<file path="config.mk">
export PLATFORM = sky130hd
export DESIGN_NAME = irq_status_ctl
export DESIGN_NICKNAME = d
export VERILOG_FILES = /design/src/rtl/irq_status_ctl.sv
export SDC_FILE = /design/constraint.sdc
export NUM_CORES = 1
export LEC_CHECK = 0
export ABC_AREA = 1
export BUFFER_PORTS_ARGS = -buffer_cell sky130_fd_sc_hd__buf_2
export CAP_MARGIN = 20
export CORE_UTILIZATION = 52
export CTS_BUF_LIST = sky130_fd_sc_hd__clkbuf_8
export CTS_CLUSTER_SIZE = 28
export DETAILED_ROUTE_END_ITERATION = 12
export MAX_ROUTING_LAYER = met4
export PLACE_DENSITY = 0.75
export RECOVER_POWER = 25
export SLEW_MARGIN = 20
export SYNTH_ARGS = -nofsm -noshare
export SYNTH_HDL_FRONTEND = slang
export SYNTH_SLANG_ARGS = --single-unit
</file>
<file path="constraint.sdc">
create_clock -name clk -period 2.9 [get_ports clk]
set_input_delay 0.29 -clock clk [delete_from_list [all_inputs] [get_ports clk]]
set_output_delay 0.29 -clock clk [all_outputs]
set_load 0.005 [all_outputs]
</file>
<file path="src/rtl/irq_status_ctl.sv">
module irq_status_ctl #(
  parameter int AW = 8,
  parameter logic [AW-1:0] OFS_NST  = 8'h60,
  parameter logic [AW-1:0] OFS_EST  = 8'h64,
  parameter logic [AW-1:0] OFS_NMSK = 8'h68,
  parameter logic [AW-1:0] OFS_EMSK = 8'h6C,
  parameter logic [AW-1:0] OFS_NEN  = 8'h70,
  parameter logic [AW-1:0] OFS_EEN  = 8'h74
) (
  input  logic          clk,
  input  logic          rst_n,
  input  logic          wr_en,
  input  logic [AW-1:0] addr,
  input  logic [15:0]   wdata,
  output logic [15:0]   rdata,
  input  logic [15:0]   norm_evt,
  input  logic [15:0]   err_evt,
  output logic          irq
);
  localparam logic [15:0] NORM_IMPL = 16'h0D3F;
  localparam logic [15:0] ERR_IMPL  = 16'h7F7F;

  logic [15:0] nst, est, nmsk, emsk, nen, een;
  logic [15:0] nview;

  wire hit_nst  = wr_en && (addr == OFS_NST);
  wire hit_est  = wr_en && (addr == OFS_EST);
  wire hit_nmsk = wr_en && (addr == OFS_NMSK);
  wire hit_emsk = wr_en && (addr == OFS_EMSK);
  wire hit_nen  = wr_en && (addr == OFS_NEN);
  wire hit_een  = wr_en && (addr == OFS_EEN);

  wire [15:0] nclr = hit_nst ? wdata : 16'h0;
  wire [15:0] eclr = hit_est ? wdata : 16'h0;

  assign nview = nst | {|est, 15'h0};

  always_ff @(posedge clk) begin
    if (!rst_n) begin
      nst  <= '0;
      est  <= '0;
      nmsk <= '0;
      emsk <= '0;
      nen  <= '0;
      een  <= '0;
      irq  <= 1'b0;
    end else begin
      nst <= ((nst & ~nclr) | (norm_evt & nmsk)) & NORM_IMPL;
      est <= ((est & ~eclr) | (err_evt & emsk)) & ERR_IMPL;
      if (hit_nmsk) nmsk <= wdata;
      if (hit_emsk) emsk <= wdata;
      if (hit_nen)  nen  <= wdata;
      if (hit_een)  een  <= wdata;
      irq <= (|(nview & nen)) | (|(est & een));
    end
  end

  always_comb begin
    case (addr)
      OFS_NST:  rdata = nview;
      OFS_EST:  rdata = est;
      OFS_NMSK: rdata = nmsk;
      OFS_EMSK: rdata = emsk;
      OFS_NEN:  rdata = nen;
      OFS_EEN:  rdata = een;
      default:  rdata = 16'h0;
    endcase
  end
endmodule

</file>
==> reports/metrics.cfg, run 1 <==
[timing]
tightest_slew_ns=2.00
hold_viol_final=0
grt_setup_unrepaired=false
slew_violations=60
skew_ns=0.0102
relSlewSlack=-0.334
timing.fmax_ghz=0.417
fin_crit_ns=2.40
timing.hold.ws_ns=0.171
tns_ns=0
period_share=0.826
setup_violations=0

[synth]
synth_top_cell_area_share=0.391
yosys_warnings=0
synth_fa_ha_area_frac=0
synth_cells=701
yosysSeqAreaShare=0.391
ys_seq_elements=88
synth_top_family_by_area=simple AND/OR/NAND/NOR gates
synth_edf_count=0
ys_async_sr_fraction=0
synth-compound-area-share=0.111
netlist.top_cell.by_area=dfxtp_1
yosys.area_share.simple=0.404
synthesis.area_mm2=0.00450
syn_nets=760
avgSynthCellArea_um2=6.42
ys.flop_type=dfxtp_1
synth.distinct_cells=19
synth_xor_area_frac=0
synth.mux.area_fraction=0
yosysMostFrequentCell=nand2_1
synth_common_cells=nand2_1 (223), dfxtp_1 (88), a21oi_1 (75)
synth_area_leaders=dfxtp_1 (39%), nand2_1 (19%), a21oi_1 (8.3%), nand3_1 (7.3%), nand4_1 (7.1%)

[final_layout]
final_cells=856
drive_gt1_frac=0.140
diodes=0
multi_input_area_mm2=0.00232
syn2layout_area_growth_pct=11.6
fin_util=0.605
n_fill_cell=827
ff_latch_area_mm2=0.00176
nets=807

[power_and_ir_drop]
p_clk_frac=0.351
power.share.sequential=0.578
peakVddDrop_v=0.000317
swShare=0.253
p_switching_mw=0.529
p_int_mw=1.56
p_leak_nw=2.15
powerDensity_mw_per_mm2=417
pwr-share-comb=0.071

[worst_setup_path]
start_kind=input pin
worstPathRequired_ns=3.05
worstPathCellList=buf_2 -> clkbuf_2 -> inv_1 -> a21oi_1
cp_slowest_stage_delay_ns=1.58
rr_worst_depth=8
end_kind=flip-flop
worst-path-buf-inv=3
critPathKind=input pin to flip-flop
crit_family=buffers and inverters
worst-path-stages=4
startpoint=rst_n
critPathSlowestCell=inv_1
r2r_start=nen[4]
cp.arrival_ns=2.54
cp_max_fo=59

[clocking]
cts_sinks=88
cts_root_buf=clkbuf_8
cts_tree=built
ctsHtreeMaxLevel=3
cts_resized=0
clkTransAtPathRegs_ns=0.09
cts_buffers=9
worstSkewPairLatency_ns=0.36
postCtsHoldBufs=0
post_cts_buffers=0
clockBufferDepth=2

[global_routing]
grt_max_degree=60
grt_pass1_vias=4485
overflow=0
grt_pass1_wl_mm=21.7
antenna_found_initial=0
track_usage=0.322

[min_path]
min_from=norm_evt[5]
hold_depth=3
hold_path.class=input pin to flip-flop

[placed_design]
placedCellCount=842
dp_hpwl_mm=8.82
port_buffers=66
gp_congestion=0.902

[status]
violations=max-capacitance violations, max-slew violations
status=finished with violations

[routing]
final_antenna_net_count=0
viasPerCell=5.65
drt_iter0_drc=327
dr.pass1.iters=5
drt_wl_total_mm=13.2
drcViolationCount=0
vias=4838
wl_per_cell_um=15.5

[flow_run]
drv_cap=1

[floorplanning]
ios=76
num_rows=33
dieArea_mm2=0.00903
fp.dieH_um=95.0
coreArea_mm2=0.00830
initial_core_util=0.542
die_w_um=95.0

[tightest hold or removal path, cell delays in order]
cell	delay, ns
buf_2	0.10
nand2_1	0.05
a21oi_1	0.05
[power by group through the flow]
stage	sequential (mW)	combinational, mW	clock, mW
after CTS	1.21	0.145	0.737
final	1.21	0.148	0.735
after global placement	1.24	0.143	0
after floorplan	1.24	0.0701	0
after detailed placement	1.24	0.145	0
after global routing	1.21	0.159	0.784
[per-stage QoR]
step	cell area (µm²)	total power, mW	setup WS, ns
after floorplan	4500	1.31	1.43
after global placement	4870	1.38	0.766
after detailed placement	4870	1.38	0.705
after CTS	5030	2.09	0.808
after global routing	5020	2.15	0.387
final	5020	2.09	0.503
[layout make-up]
class                      instances  area share
sequential                        88       0.351
clock inverter                     4     0.00324
inverter                          55      0.0411
clock buffer                      10      0.0274
timing repair buffer              82      0.0889
tap                              105      0.0262
multi-input combinational        512       0.462
[state kept, by name (all words and copies together), names as in the netlist]
| register | cells |
|---|---|
| nen | 16 |
| est | 14 |
| nst | 9 |
| nmsk | 16 |
| irq | 1 |
| een | 16 |
| emsk | 16 |
[placed cells by master, fill, tap and decap left out, types with 3 or more instances in the layout]
cell type / instances
a21oi_1: 75
buf_2: 65
buf_4: 15
clkbuf_8: 10
dfxtp_1: 88
inv_1: 54
inv_2: 4
nand2_1: 223
nand3_1: 66
nand4_1: 51
nor2_1: 63
nor2_4: 3
o21ai_0: 19
o21ai_1: 6
[routing by layer]
metal  vias to the layer above  part of all wire  global-route usage  wire length, µm
met5                         -                 0                   -                0
li1                       2389                 -                   -                -
met1                      2229              0.44               0.414             5850
met2                       199              0.46               0.509             6120
met3                        21             0.076              0.0510             1000
met4                         0             0.019               0.119              249
[final timing paths]
check,to,slack (ns)
hold / removal,nst[5],0.17
hold reg to reg,emsk[7],0.45
setup reg to reg,irq,1.73
setup / recovery,een[11],0.50
[kinds of logic after synthesis]
| group | after synthesis |
|---|---|
| AO/OA/AOI/OAI | 100 |
| flip-flops | 88 |
| AND/OR/NAND/NOR | 412 |
| buffers and inverters | 101 |
No activity file was read; power rests on OpenSTA's default activity.
==> run 2: changes to the inputs <==
==> constraint.sdc (replaced) <==
create_clock -name clk -period 2.35 [get_ports clk]
set_input_delay 0.235 -clock clk [delete_from_list [all_inputs] [get_ports clk]]
set_output_delay 0.235 -clock clk [all_outputs]
set_load 0.005 [all_outputs]
==> run 2 against run 1 <==
The run still ends with max-capacitance violations, max-slew violations left. Via count down 0.12%. Critical path depth did not move. Die area is the same. Sequential power is 23% higher. Global-route usage up 1.4 points. Register-to-register slack worse by 0.54 ns. Count of clock-buffer cells in the layout stayed put. Non-clock buffer count rose by 4. Largest cell class unchanged. Highest routed layer unchanged.
==> reports/metrics.cfg, run 2 (synthesized netlist as in run 1, its figures left out) <==
[placed_design]
port_buffers=66  ; unchanged
pre_cts_slack_ns=0.416  ; -0.289 ns
gp_congestion=0.882  ; -2.3%
placedCellCount=846  ; +0.48%
dp_hpwl_mm=9.10  ; +3.3%
placed_area_mm2=0.00490  ; +0.62%

[final_layout]
fin_util=0.618  ; +0.0124
nets=811  ; +0.50%
final_common_cell=nand2_1
drive_gt1_frac=0.144  ; +0.00437
final_cells=861  ; +0.58%
layout_common_cells=nand2_1 (223), dfxtp_1 (88), a21oi_1 (75)
design_area_mm2=0.00512  ; +2.0%
syn2layout_area_growth_pct=13.8
diodes=0  ; unchanged

[min_path]
holdPathEnd=nst[8]
hold_path.class=input pin to flip-flop
min_from=norm_evt[8]
hold_depth=3  ; unchanged

[clocking]
clkTransAtPathRegs_ns=0.09  ; about the same
postCtsHoldBufs=0  ; unchanged
cts_root_buf=clkbuf_8
post_cts_buffers=0  ; unchanged
ctsHtreeMaxLevel=3  ; unchanged
clockBufferDepth=2  ; unchanged
cts_buffers=9  ; unchanged
cts_tree=built
cts_sinks=88  ; unchanged
cts_resized=0  ; unchanged
worstSkewPairLatency_ns=0.36  ; about the same

[power_and_ir_drop]
p_leak_nw=2.19  ; +2.0%
powerDensity_mw_per_mm2=572  ; +37%
p_total_mw=2.93  ; +40%
peakVddDrop_v=0.000391  ; +24%

[timing]
period_share=0.838
slew_violations=36  ; -40%
skew_ns=0.00595  ; -0.00426 ns
tightest_slew_ns=1.70  ; -0.298 ns
timing.hold.ws_ns=0.116  ; -0.0550 ns
relSlewSlack=-0.135  ; +0.199
grt_setup_unrepaired=false
fin_crit_ns=1.97
timing.fmax_ghz=0.508
setup_violations=0  ; unchanged
tns_ns=0  ; unchanged
hold_viol_final=0  ; unchanged
fin_ws_ns=0.382  ; -0.122 ns

[floorplanning]
initial_core_util=0.542  ; unchanged
coreArea_mm2=0.00830  ; unchanged
dieArea_mm2=0.00903  ; unchanged
num_rows=33  ; unchanged
ios=76  ; unchanged
fp.dieH_um=95.0  ; unchanged
die_w_um=95.0  ; unchanged

[routing]
vias=4832  ; -0.12%
dr.pass1.iters=5  ; unchanged
wl_per_cell_um=15.7  ; +1.8%
viasPerCell=5.61  ; -0.70%
drt_wl_total_mm=13.5  ; +2.4%
drt_iter0_drc=437  ; +34%
drcViolationCount=0  ; unchanged
final_antenna_net_count=0  ; unchanged

[worst_setup_path]
end_kind=flip-flop
rr_worst_depth=8  ; unchanged
cp_slowest_stage_delay_ns=1.27  ; -0.31 ns
timing.rr.end=irq
reg2reg_slack_ns=1.19  ; -0.54 ns
start_kind=input pin
cp.arrival_ns=2.26  ; -0.28 ns
worst-path-buf-inv=2  ; -1
r2r_start=est[2]
worstPathCellList=clkbuf_2 -> clkbuf_1 -> nand4_1 -> a21oi_1
worstPathRequired_ns=2.64  ; -0.41 ns
critPathSlowestCell=clkbuf_1
crit_family=buffers and inverters
critPathKind=input pin to flip-flop
cp_max_fo=35  ; -41%

[global_routing]
grt_pass1_wl_mm=22.3  ; +3.0%
overflow=0  ; unchanged
grt_max_degree=43  ; -28%
antenna_found_initial=0  ; unchanged
grt_pass1_vias=4535  ; +1.1%
track_usage=0.336  ; +0.0143

[status]
violations=max-capacitance violations, max-slew violations
status=finished with violations

[flow_run]
drv_cap=1  ; unchanged

==> run 2: per-layer routing <==
metal | vias up | GRT usage | part of all wire
met3 | 20 | 0.0614 | 0.077
met5 | - | - | 0
met4 | 0 | 0.0947 | 0.018
met1 | 2217 | 0.438 | 0.43
met2 | 208 | 0.533 | 0.47
li1 | 2387 | - | -
==> run 2: worst max-delay path by stage <==
stage                     startpoint        end  slack (ns)  cells past startpoint
after floorplan              addr[7]  rdata[12]        0.99                      9
after global placement       addr[3]     een[6]        0.47                      8
after detailed placement     addr[3]     een[6]        0.42                      8
after CTS                    addr[3]  rdata[12]        0.49                     10
after global routing           wr_en     een[9]        0.19                      4
final                          wr_en     nen[5]        0.38                      4
==> run 2: where the power goes <==
| group | internal (mW) | switching (mW) |
|---|---|---|
| logic | 0.0509 | 0.135 |
| registers | 1.49 | 0.00178 |
| clock network | 0.723 | 0.528 |
==> run 2: cell type report <==
cell class | instances | area (µm²)
clock inverters | 5 | 97.6
multi-input cells | 512 | 2320
repair buffers | 86 | 468
inverters | 55 | 206
clock buffers | 10 | 138
fillers | 827 | 3170
well taps | 105 | 131
flip-flops and latches | 88 | 1760
==> run 2: worst min-delay path, cell delays in order <==
cell and delay (ns):
buf_2 0.09, nand2_1 0.05, a21oi_1 0.05
